File: src/rtl/app_wdog_pkg.sv
package app_wdog_pkg;
  localparam int unsigned LIM_W = 8;
  localparam int unsigned PRE_W = 8;
  localparam int unsigned ELAPSED_W = LIM_W + PRE_W + 1;
  typedef logic [LIM_W-1:0] limit_t;
  typedef logic [PRE_W-1:0] pre_t;
  typedef logic [ELAPSED_W-1:0] elapsed_t;
endpackage

File: src/rtl/wdog_prescaler.sv
module wdog_prescaler #(
  parameter int unsigned W = 8
) (
  input  logic         clk_i,
  input  logic         rst_ni,
  input  logic         clr_i,
  input  logic         step_i,
  output logic [W-1:0] cnt_o,
  output logic         wrap_o
);
  localparam logic [W-1:0] MAX = {W{1'b1}};

  logic [W-1:0] cnt_q;

  always_ff @(posedge clk_i or negedge rst_ni) begin
    if (!rst_ni)     cnt_q <= '0;
    else if (clr_i)  cnt_q <= '0;
    else if (step_i) cnt_q <= cnt_q + 1'b1;
  end

  assign cnt_o  = cnt_q;
  assign wrap_o = step_i && (cnt_q == MAX);
endmodule

File: src/rtl/wdog_window_cnt.sv
module wdog_window_cnt #(
  parameter int unsigned W        = 8,
  parameter bit          SATURATE = 1'b1
) (
  input  logic         clk_i,
  input  logic         rst_ni,
  input  logic         clr_i,
  input  logic         step_i,
  output logic [W-1:0] cnt_o
);
  localparam logic [W-1:0] MAX = {W{1'b1}};

  logic [W-1:0] cnt_q;
  logic [W-1:0] cnt_inc;

  generate
    if (SATURATE) begin : g_sat
      assign cnt_inc = (cnt_q == MAX) ? cnt_q : cnt_q + 1'b1;
    end else begin : g_wrap
      assign cnt_inc = cnt_q + 1'b1;
    end
  endgenerate

  always_ff @(posedge clk_i or negedge rst_ni) begin
    if (!rst_ni)     cnt_q <= '0;
    else if (clr_i)  cnt_q <= '0;
    else if (step_i) cnt_q <= cnt_inc;
  end

  assign cnt_o = cnt_q;
endmodule

File: src/rtl/wdog_fault_ctl.sv
module wdog_fault_ctl
  import app_wdog_pkg::*;
(
  input  logic   clk_i,
  input  logic   rst_ni,
  input  logic   tick_i,
  input  limit_t limit_i,
  input  logic   svc_rd_i,
  input  logic   cfg_mode_i,
  input  logic   test_dis_i,
  input  logic   flag_wr_i,
  input  logic   flag_wdata_i,
  input  limit_t unit_cnt_i,
  input  pre_t   pre_cnt_i,
  output logic   step_o,
  output logic   clr_o,
  output logic   fault_o
);
  logic     disabled;
  logic     run;
  logic     expire;
  logic     clear_ok;
  elapsed_t elapsed_nxt;
  elapsed_t window;

  // both conditions needed to switch off
  assign disabled    = test_dis_i && (limit_i == '0);
  assign run         = !cfg_mode_i && !disabled && !fault_o;
  assign elapsed_nxt = {1'b0, unit_cnt_i, pre_cnt_i} + 1'b1;
  assign window      = {1'b0, limit_i, {PRE_W{1'b0}}};
  // service wins over a coincident tick
  assign expire      = run && tick_i && !svc_rd_i && (elapsed_nxt >= window);
  assign step_o      = run && tick_i && !svc_rd_i;
  assign clr_o       = !run || svc_rd_i || expire;
  assign clear_ok    = cfg_mode_i && flag_wr_i && !flag_wdata_i;

  logic fault_q;
  always_ff @(posedge clk_i or negedge rst_ni) begin
    if (!rst_ni)       fault_q <= 1'b0;
    else if (expire)   fault_q <= 1'b1;
    else if (clear_ok) fault_q <= 1'b0;
  end

  assign fault_o = fault_q;
endmodule

File: src/rtl/app_wdog.sv
module app_wdog
  import app_wdog_pkg::*;
(
  input  logic             clk_i,
  input  logic             rst_ni,
  input  logic             tick_i,
  input  logic [LIM_W-1:0] limit_i,
  input  logic             svc_rd_i,
  input  logic             cfg_mode_i,
  input  logic             test_dis_i,
  input  logic             flag_wr_i,
  input  logic             flag_wdata_i,
  output logic             fault_o,
  output logic             halt_tt_o,
  output logic             silent_o
);
  logic   step;
  logic   clr;
  logic   unit_step;
  pre_t   pre_cnt;
  limit_t unit_cnt;
  logic   fault;

  wdog_prescaler #(.W(PRE_W)) u_pre (
    .clk_i  (clk_i),
    .rst_ni (rst_ni),
    .clr_i  (clr),
    .step_i (step),
    .cnt_o  (pre_cnt),
    .wrap_o (unit_step)
  );

  wdog_window_cnt #(.W(LIM_W), .SATURATE(1'b1)) u_win (
    .clk_i  (clk_i),
    .rst_ni (rst_ni),
    .clr_i  (clr),
    .step_i (unit_step),
    .cnt_o  (unit_cnt)
  );

  wdog_fault_ctl u_ctl (
    .clk_i        (clk_i),
    .rst_ni       (rst_ni),
    .tick_i       (tick_i),
    .limit_i      (limit_i),
    .svc_rd_i     (svc_rd_i),
    .cfg_mode_i   (cfg_mode_i),
    .test_dis_i   (test_dis_i),
    .flag_wr_i    (flag_wr_i),
    .flag_wdata_i (flag_wdata_i),
    .unit_cnt_i   (unit_cnt),
    .pre_cnt_i    (pre_cnt),
    .step_o       (step),
    .clr_o        (clr),
    .fault_o      (fault)
  );

  assign fault_o   = fault;
  assign halt_tt_o = fault;
  assign silent_o  = fault;
endmodule

File: config.mk
export PLATFORM = sky130hd
export DESIGN_NAME = app_wdog
export DESIGN_NICKNAME = d
export VERILOG_FILES = /design/src/rtl/app_wdog_pkg.sv /design/src/rtl/wdog_prescaler.sv /design/src/rtl/wdog_window_cnt.sv /design/src/rtl/wdog_fault_ctl.sv /design/src/rtl/app_wdog.sv
export SDC_FILE = /design/constraint.sdc
export NUM_CORES = 1
export LEC_CHECK = 0
export BUFFER_PORTS_ARGS = -buffer_cell sky130_fd_sc_hd__buf_2
export CORE_MARGIN = 1
export CORE_UTILIZATION = 55
export CTS_BUF_LIST = sky130_fd_sc_hd__clkbuf_8
export CTS_CLUSTER_DIAMETER = 40
export CTS_CLUSTER_SIZE = 28
export DETAILED_ROUTE_END_ITERATION = 10
export GPL_TIMING_DRIVEN = 0
export PLACE_DENSITY = 0.72
export REMOVE_ABC_BUFFERS = 1
export SYNTH_ARGS = -nofsm -noshare
export SYNTH_HDL_FRONTEND = slang
export SYNTH_SLANG_ARGS = --single-unit
File: constraint.sdc
create_clock -name clk_i -period 3.8 [get_ports clk_i]
set_clock_uncertainty 0.1 [all_clocks]
set_input_delay 0.19 -clock clk_i [delete_from_list [all_inputs] [get_ports clk_i]]
set_output_delay 0.19 -clock clk_i [all_outputs]
set_load 0.01 [all_outputs]
Yosys cells after proc, flatten, opt, wreduce, memory -nomap -nowiden
Cells that the tools add are included.
W data, S select, Z words.
{"block": "totals", "out_inout_bits": 3, "register_bits": 17, "wordCells": 39}
{"block": "op_classes", "n_mux": 7, "n_eq_ne": 3, "add_sub_neg": 3, "magnitude_cmp": 1, "reduce_logical": 22}
{"operator": "$mux W8", "count": 5}
{"operator": "$add A16 B1 Y17 const B", "count": 1}
{"operator": "$ge A17 B16 Y1", "count": 1}
{"operator": "$add A8 B1 Y8 const B", "count": 2}
{"operator": "$eq A8 B8 Y1 const B", "count": 2}
{"operator": "$logic_and A1 B1 Y1", "count": 9}
{"operator": "$logic_not A8 Y1", "count": 1}
{"operator": "$logic_not A1 Y1", "count": 6}
{"operator": "$reduce_bool A2 Y1", "count": 3}
{"operator": "$logic_or A1 B1 Y1", "count": 2}
{"operator": "$mux W1", "count": 2}
{"operator": "$ne A2 B2 Y1 const B", "count": 1}
{"operator": "$reduce_and A2 Y1", "count": 1}

Longest topological paths before layout
{"block": "depth", "word_depth": 11, "depth_mapped": 14, "depth_no_buf": 13}

Modules after synthesis
From an unflattened synthesis, not the netlist that was laid out.
{"block": "hier_totals", "hier_cells": 154, "hier_area_um2": 1383.8}
{"mod": "wdog_window_cnt", "instances": 1, "cells_per_inst": 48, "area_each_um2": 489.2, "seq_area_each_um2": 200.2}
{"mod": "wdog_fault_ctl", "instances": 1, "cells_per_inst": 65, "area_each_um2": 476.7, "seq_area_each_um2": 25.0}
{"mod": "wdog_prescaler", "instances": 1, "cells_per_inst": 39, "area_each_um2": 402.9, "seq_area_each_um2": 200.2}
{"mod": "app_wdog", "instances": 1, "cells_per_inst": 2, "area_each_um2": 15.0, "seq_area_each_um2": 0.0}

Least setup slack after synthesis
OpenSTA, ideal clock, no wires.
{"block": "synth_path", "path_type": "register to register", "from": "reg u_pre.cnt_q[0] (netlist: u_pre.cnt_o[0])", "to": "reg u_pre.cnt_q[2] (netlist: u_pre.cnt_o[2])", "stages_incl_launch_ff": 14, "setup_ns": 0.132, "t_arrival_ns": 3.048, "path_buffers": 1, "slack_ns": 0.520, "synth_period_minus_slack_ns": 3.280, "path_cell_list": "dfrtp_1 ha_1 nand3_2 nor3_4 nand3_1 xnor2_1 ha_1 nand4_1 or4_1 nor3_1 o311ai_1 clkbuf_1 o211ai_1 a21oi_1"}
{"block": "synth_between", "elab_chain_cells": 5, "elab_cells_between_ends": 8, "cone_classes": "2 x add/sub; 1 x order compare; 2 x mux; 3 x reduce/logical"}
{"element": "from (decl)", "line": "wdog_prescaler.sv:13", "text": "logic [W-1:0] cnt_q;"}
{"element": "from (signal assigned)", "line": "wdog_prescaler.sv:18", "text": "else if (step_i) cnt_q <= cnt_q + 1'b1;"}
{"element": "$add A16 B1 Y17", "line": "wdog_fault_ctl.sv:29", "text": "assign elapsed_nxt = {1'b0, unit_cnt_i, pre_cnt_i} + 1'b1;"}
{"element": "$ge A17 B16 Y1", "line": "wdog_fault_ctl.sv:32", "text": "assign expire = run && tick_i && !svc_rd_i && (elapsed_nxt >= window);"}
{"element": "$logic_and A1 B1 Y1", "line": "wdog_fault_ctl.sv:32"}
{"element": "$logic_or A1 B1 Y1", "line": "wdog_fault_ctl.sv:34", "text": "assign clr_o = !run || svc_rd_i || expire;"}
{"element": "$mux W8 / $reduce_bool A2 Y1 (equally long branches)"}
Parallel ways exist; a longest one is shown, timed or not. The select of a mux whose other input is x is not followed.
A chain may end at the register's enable or synchronous reset.

Worst setup path after layout
{"block": "layout_path", "from": "reg u_pre.cnt_q[0] (netlist: u_pre.cnt_o[0])", "to": "reg u_win.cnt_q[2] (netlist: u_win.cnt_o[2])"}
{"block": "layout_between", "elab_chain_cells": 6, "elab_cells_between_ends": 10, "cone_classes": "1 x add/sub; 1 x order compare; 2 x eq/ne; 1 x mux; 5 x reduce/logical"}
{"element": "$add A16 B1 Y17", "line": "wdog_fault_ctl.sv:29"}
{"element": "$ge A17 B16 Y1", "line": "wdog_fault_ctl.sv:32"}
{"element": "$logic_and A1 B1 Y1", "line": "wdog_fault_ctl.sv:32"}
{"element": "$logic_or A1 B1 Y1", "line": "wdog_fault_ctl.sv:34"}
{"element": "$ne A2 B2 Y1 (no source line) / $reduce_bool A2 Y1 (equally long branches)"}
{"element": "$reduce_and A2 Y1 (no source line)"}
{"element": "to (signal assigned)", "line": "wdog_window_cnt.sv:27", "text": "else if (step_i) cnt_q <= cnt_inc;"}
{"element": "to (decl)", "line": "wdog_window_cnt.sv:13", "text": "logic [W-1:0] cnt_q;"}
Parallel ways exist; a longest one is shown, timed or not.

==> impl_summary.txt <==
----------------------------------------------------
[Drt]
  Residual DRC ... 0
  Routed met3 length ... around 180 um
  Routed length on met2 ... approximately 1700 um
  Initial drt markers ... 24
  Post-detailed-route wirelength per cell ... ~16 um
  Total routed wire length on the met1 layer ... between 1500 and 2000 um
  Vias per inst ... roughly 6.3
  Number of routed nets with antenna violations ... 0
  Top Metal Used ... met4
  Initial DRT Pass Iterations ... 4
  Routed WL ... ~3600 um
  Vias after detailed routing ... 1,469

[Clock network]
  Insertion delay to the later sink of the worst-skew pair ... roughly 0.26 ns
  Clock slew at the register clock pins of the worst setup and hold paths ... roughly 0.070 ns
  Buffer type at the clock tree root ... clkbuf_8
  Clock net sink count ... 17
  CTS tree ... done
  Maximum number of buffers from clock root to sink ... 2
  Num CTS Buffers ... 3
  H-tree lvl count ... 1

[Logic synthesis]
  Synth Area per Inst ... between 8 and 9 um2
  Most frequent cell after synthesis ... nand2_1
  Most frequent cells after synthesis ... nand2_1 (27), dfrtp_1 (17), nand3_1 (15)
  Count of mapped cells out of synthesis ... roughly 190
  Number of synthesized flops with an enable pin ... 0
  Largest area contributor in the synthesized netlist ... dfrtp_1
  Share of flip-flops with an asynchronous set or reset ... 1.000
  Top cell type's share of synthesized area ... 0.2778
  Post-synthesis cell type count ... between 40 and 50
  Synth warnings ... 0
  Synthesized flop and latch total ... 17
  Sequential area share after synthesis ... 0.2778
  Total standard cell area after synthesis ... 1531 um2
  Main synth FF type ... dfrtp_1
  Top post-synthesis cells by area ... dfrtp_1 (28%), ha_1 (9.0%), xnor2_1 (6.9%)

[Final layout]
  Layout Cells excl Fill ... between 200 and 250
  Number of antenna diodes ... 0
  Number of nets in the layout ... between 200 and 250
  Fin area ... roughly 1700 um2
  Final design utilization ... 0.6799
  Layout overhead on the synthesized area ... 12.99%
  Proportion of layout cells with a drive suffix above 1 ... 0.2118

[Critical path]
  Maximum fanout count along the critical path ... 15
  Critical path's slowest cell ... or4_1
  Type of the setup path with the least slack ... reg2reg
  Required time of the worst setup path ... between 3 and 4 ns
  Critical path's largest stage delay ... around 0.52 ns
  Reg2reg path depth ... 14
  Arrival time of data at the critical path endpoint ... about 3.6 ns
  Delay-heaviest family, CP ... simple AND/OR/NAND/NOR gates
  Critical path buffer and inverter count ... 1
  Worst Setup End Kind ... register
  Cell count along the critical path ... 14
  Critical-path cell list ... and4_1, and4_1, nand3_1, nor2_2, nand3_1, xnor2_1, ha_1, nand3_1, or4_1, nor3_4, o311ai_4, buf_6, a31oi_1, nor3_1
  Crit path launch type ... register
  Most numerous cell on the critical path ... nand3_1

[STA]
  Final count of negative-setup-slack endpoints ... 0
  Number of hold-slack violations in the final timing report ... 0
  Final worst-path setup slack ... 0.2704 ns
  Pins Over Slew Limit ... 0
  Normalized max-slew margin ... 0.5766
  Final critical delay including setup and external delays ... 3.530 ns
  Final Hold Slack ... 0.07853 ns
  Final sum of negative setup slack ... 0 ns
  Final period util ... 0.9288
  Highest clock rate ... around 280 MHz
  Slew @ Worst Pin ... approximately 0.63 ns

[Global route]
  Overall fraction of global-route tracks in use ... 0.2664
  Final global-route overflow total ... 0
  Global-route wire length before repair ... between 5000 and 6000 um
  Initial antenna violation count ... 0
  Number of global-route vias before repair ... between 1,000 and 1,500
  Maximum number of pins on one net before global-route repair ... 23

[Place]
  Placed standard-cell area ... 1595 um2
  Minimum setup slack after placement ... -0.1262 ns
  HPWL after detailed placement ... 2532 um
  Final Wtd Congestion ... about 0.84
  Number of placed cells counting well taps ... ~220
  IO Port Bufs ... 18

[Power and ir drop]
  Maximum resistive drop on vdd ... between 0.2 and 0.25 mV
  Power Density ... between 200 and 250 nW/um2
  Cell leakage power ... roughly 0.7 nW
  Power, Total ... roughly 0.36 mW

[Floorplan]
  Number of cell rows ... 18
  Die boundary width ... 54.77 um
  Core region area ... between 2000 and 3000 um2
  Die height ... 54.77 um
  Initial cell density of the core ... 0.6018
  Boundary pin count ... 19
  Die Area ... ~3000 um2

[Run status]
  Result of the run ... completed

[Job]
  MaxCap Viol Count ... 0

[Worst hold path]
  Worst Hold Class ... in2reg
  Hold path depth ... 3

----------------------------------------------------
final timing paths:
path	startpoint	endpoint	slack, ns
worst min-delay path	flag_wdata_i	u_ctl.fault_o$_DFFE_PN0P_	0.08
max in group asynchronous	rst_ni	u_pre.cnt_o[3]$_DFFE_PN0P_	2.97
min in group asynchronous	rst_ni	u_pre.cnt_o[5]$_DFFE_PN0P_	0.30
worst max-delay path	u_pre.cnt_o[0]$_DFFE_PN0P_	u_win.cnt_o[2]$_DFFE_PN0P_	0.27
worst min register to register	u_ctl.fault_o$_DFFE_PN0P_	u_ctl.fault_o$_DFFE_PN0P_	0.47
worst max register to register	u_pre.cnt_o[0]$_DFFE_PN0P_	u_win.cnt_o[2]$_DFFE_PN0P_	0.27
worst register-to-register path, delay by kind of cell (launching register included):
kind | cells | cell delay (ns)
adder cells (fa/ha/maj) | 1 | 0.30
XOR/XNOR | 1 | 0.16
AO/OA/AOI/OAI | 2 | 0.33
buffers and inverters | 1 | 0.19
AND/OR/NAND/NOR | 9 | 1.91
flip-flops | 1 | 0.44
cells by family (layout without fill, tap and decap cells):
kind of cell,Yosys count,count (layout),synth area share
simple gates,92,92,0.3334
compound gates,30,30,0.1373
buf+inv,23,38,0.07598
flops,17,17,0.2778
xor+xnor,15,15,0.08579
fa+ha+maj,11,11,0.08987
flip-flops by register name, indices dropped and copies added (netlist names):
name and count:
u_ctl.fault_o 1, u_win.cnt_o 8, u_pre.cnt_o 8
cell type report:
cell class                      instances  area (um2)
Tap cell                               30       37.54
Fill cell                             227       814.5
Sequential cell                        17       430.4
Clock inverter                          1       3.754
Timing Repair Buffer                   25       148.9
Inverter                                9       33.78
Clock buffer                            3       41.29
Multi-Input combinational cell        148        1035
metal layers:
layer | vias up | track usage
met5 | - | 0
met4 | 0 | 0.08120
met3 | 6 | 0.04167
met2 | 42 | 0.4177
met1 | 701 | 0.3704
li1 | 720 | -
layout by cell type, fill, tap and decap left out, types with 3 or more instances in the layout:
master	count
buf_4	5
nor2_1	5
ha_1	10
xnor2_1	12
xor2_1	3
and4_1	3
a21oi_1	6
dfrtp_2	4
dfrtp_1	13
a211oi_1	5
buf_2	18
nand3_1	15
nand2_1	27
a31oi_1	10
clkbuf_8	3
inv_1	10
nand4_1	12
nor3_1	10
timing repair:
item                                   CTS  global route
setup endpoints to repair               12            15
resized for setup                        1            10
endpoints found under the hold margin   17             0
setup buffers                            0             5
hold buffers                             1             0
pin swaps                                1             2
where the power goes:
group	leakage (nW)	switching [mW]	internal, mW	total, mW
logic	0.461	0.0241	0.0146	0.0387
registers	0.231	0.00137	0.182	0.183
clock network	0.0269	0.0662	0.0719	0.138
No activity file was read; power rests on OpenSTA's default activity.
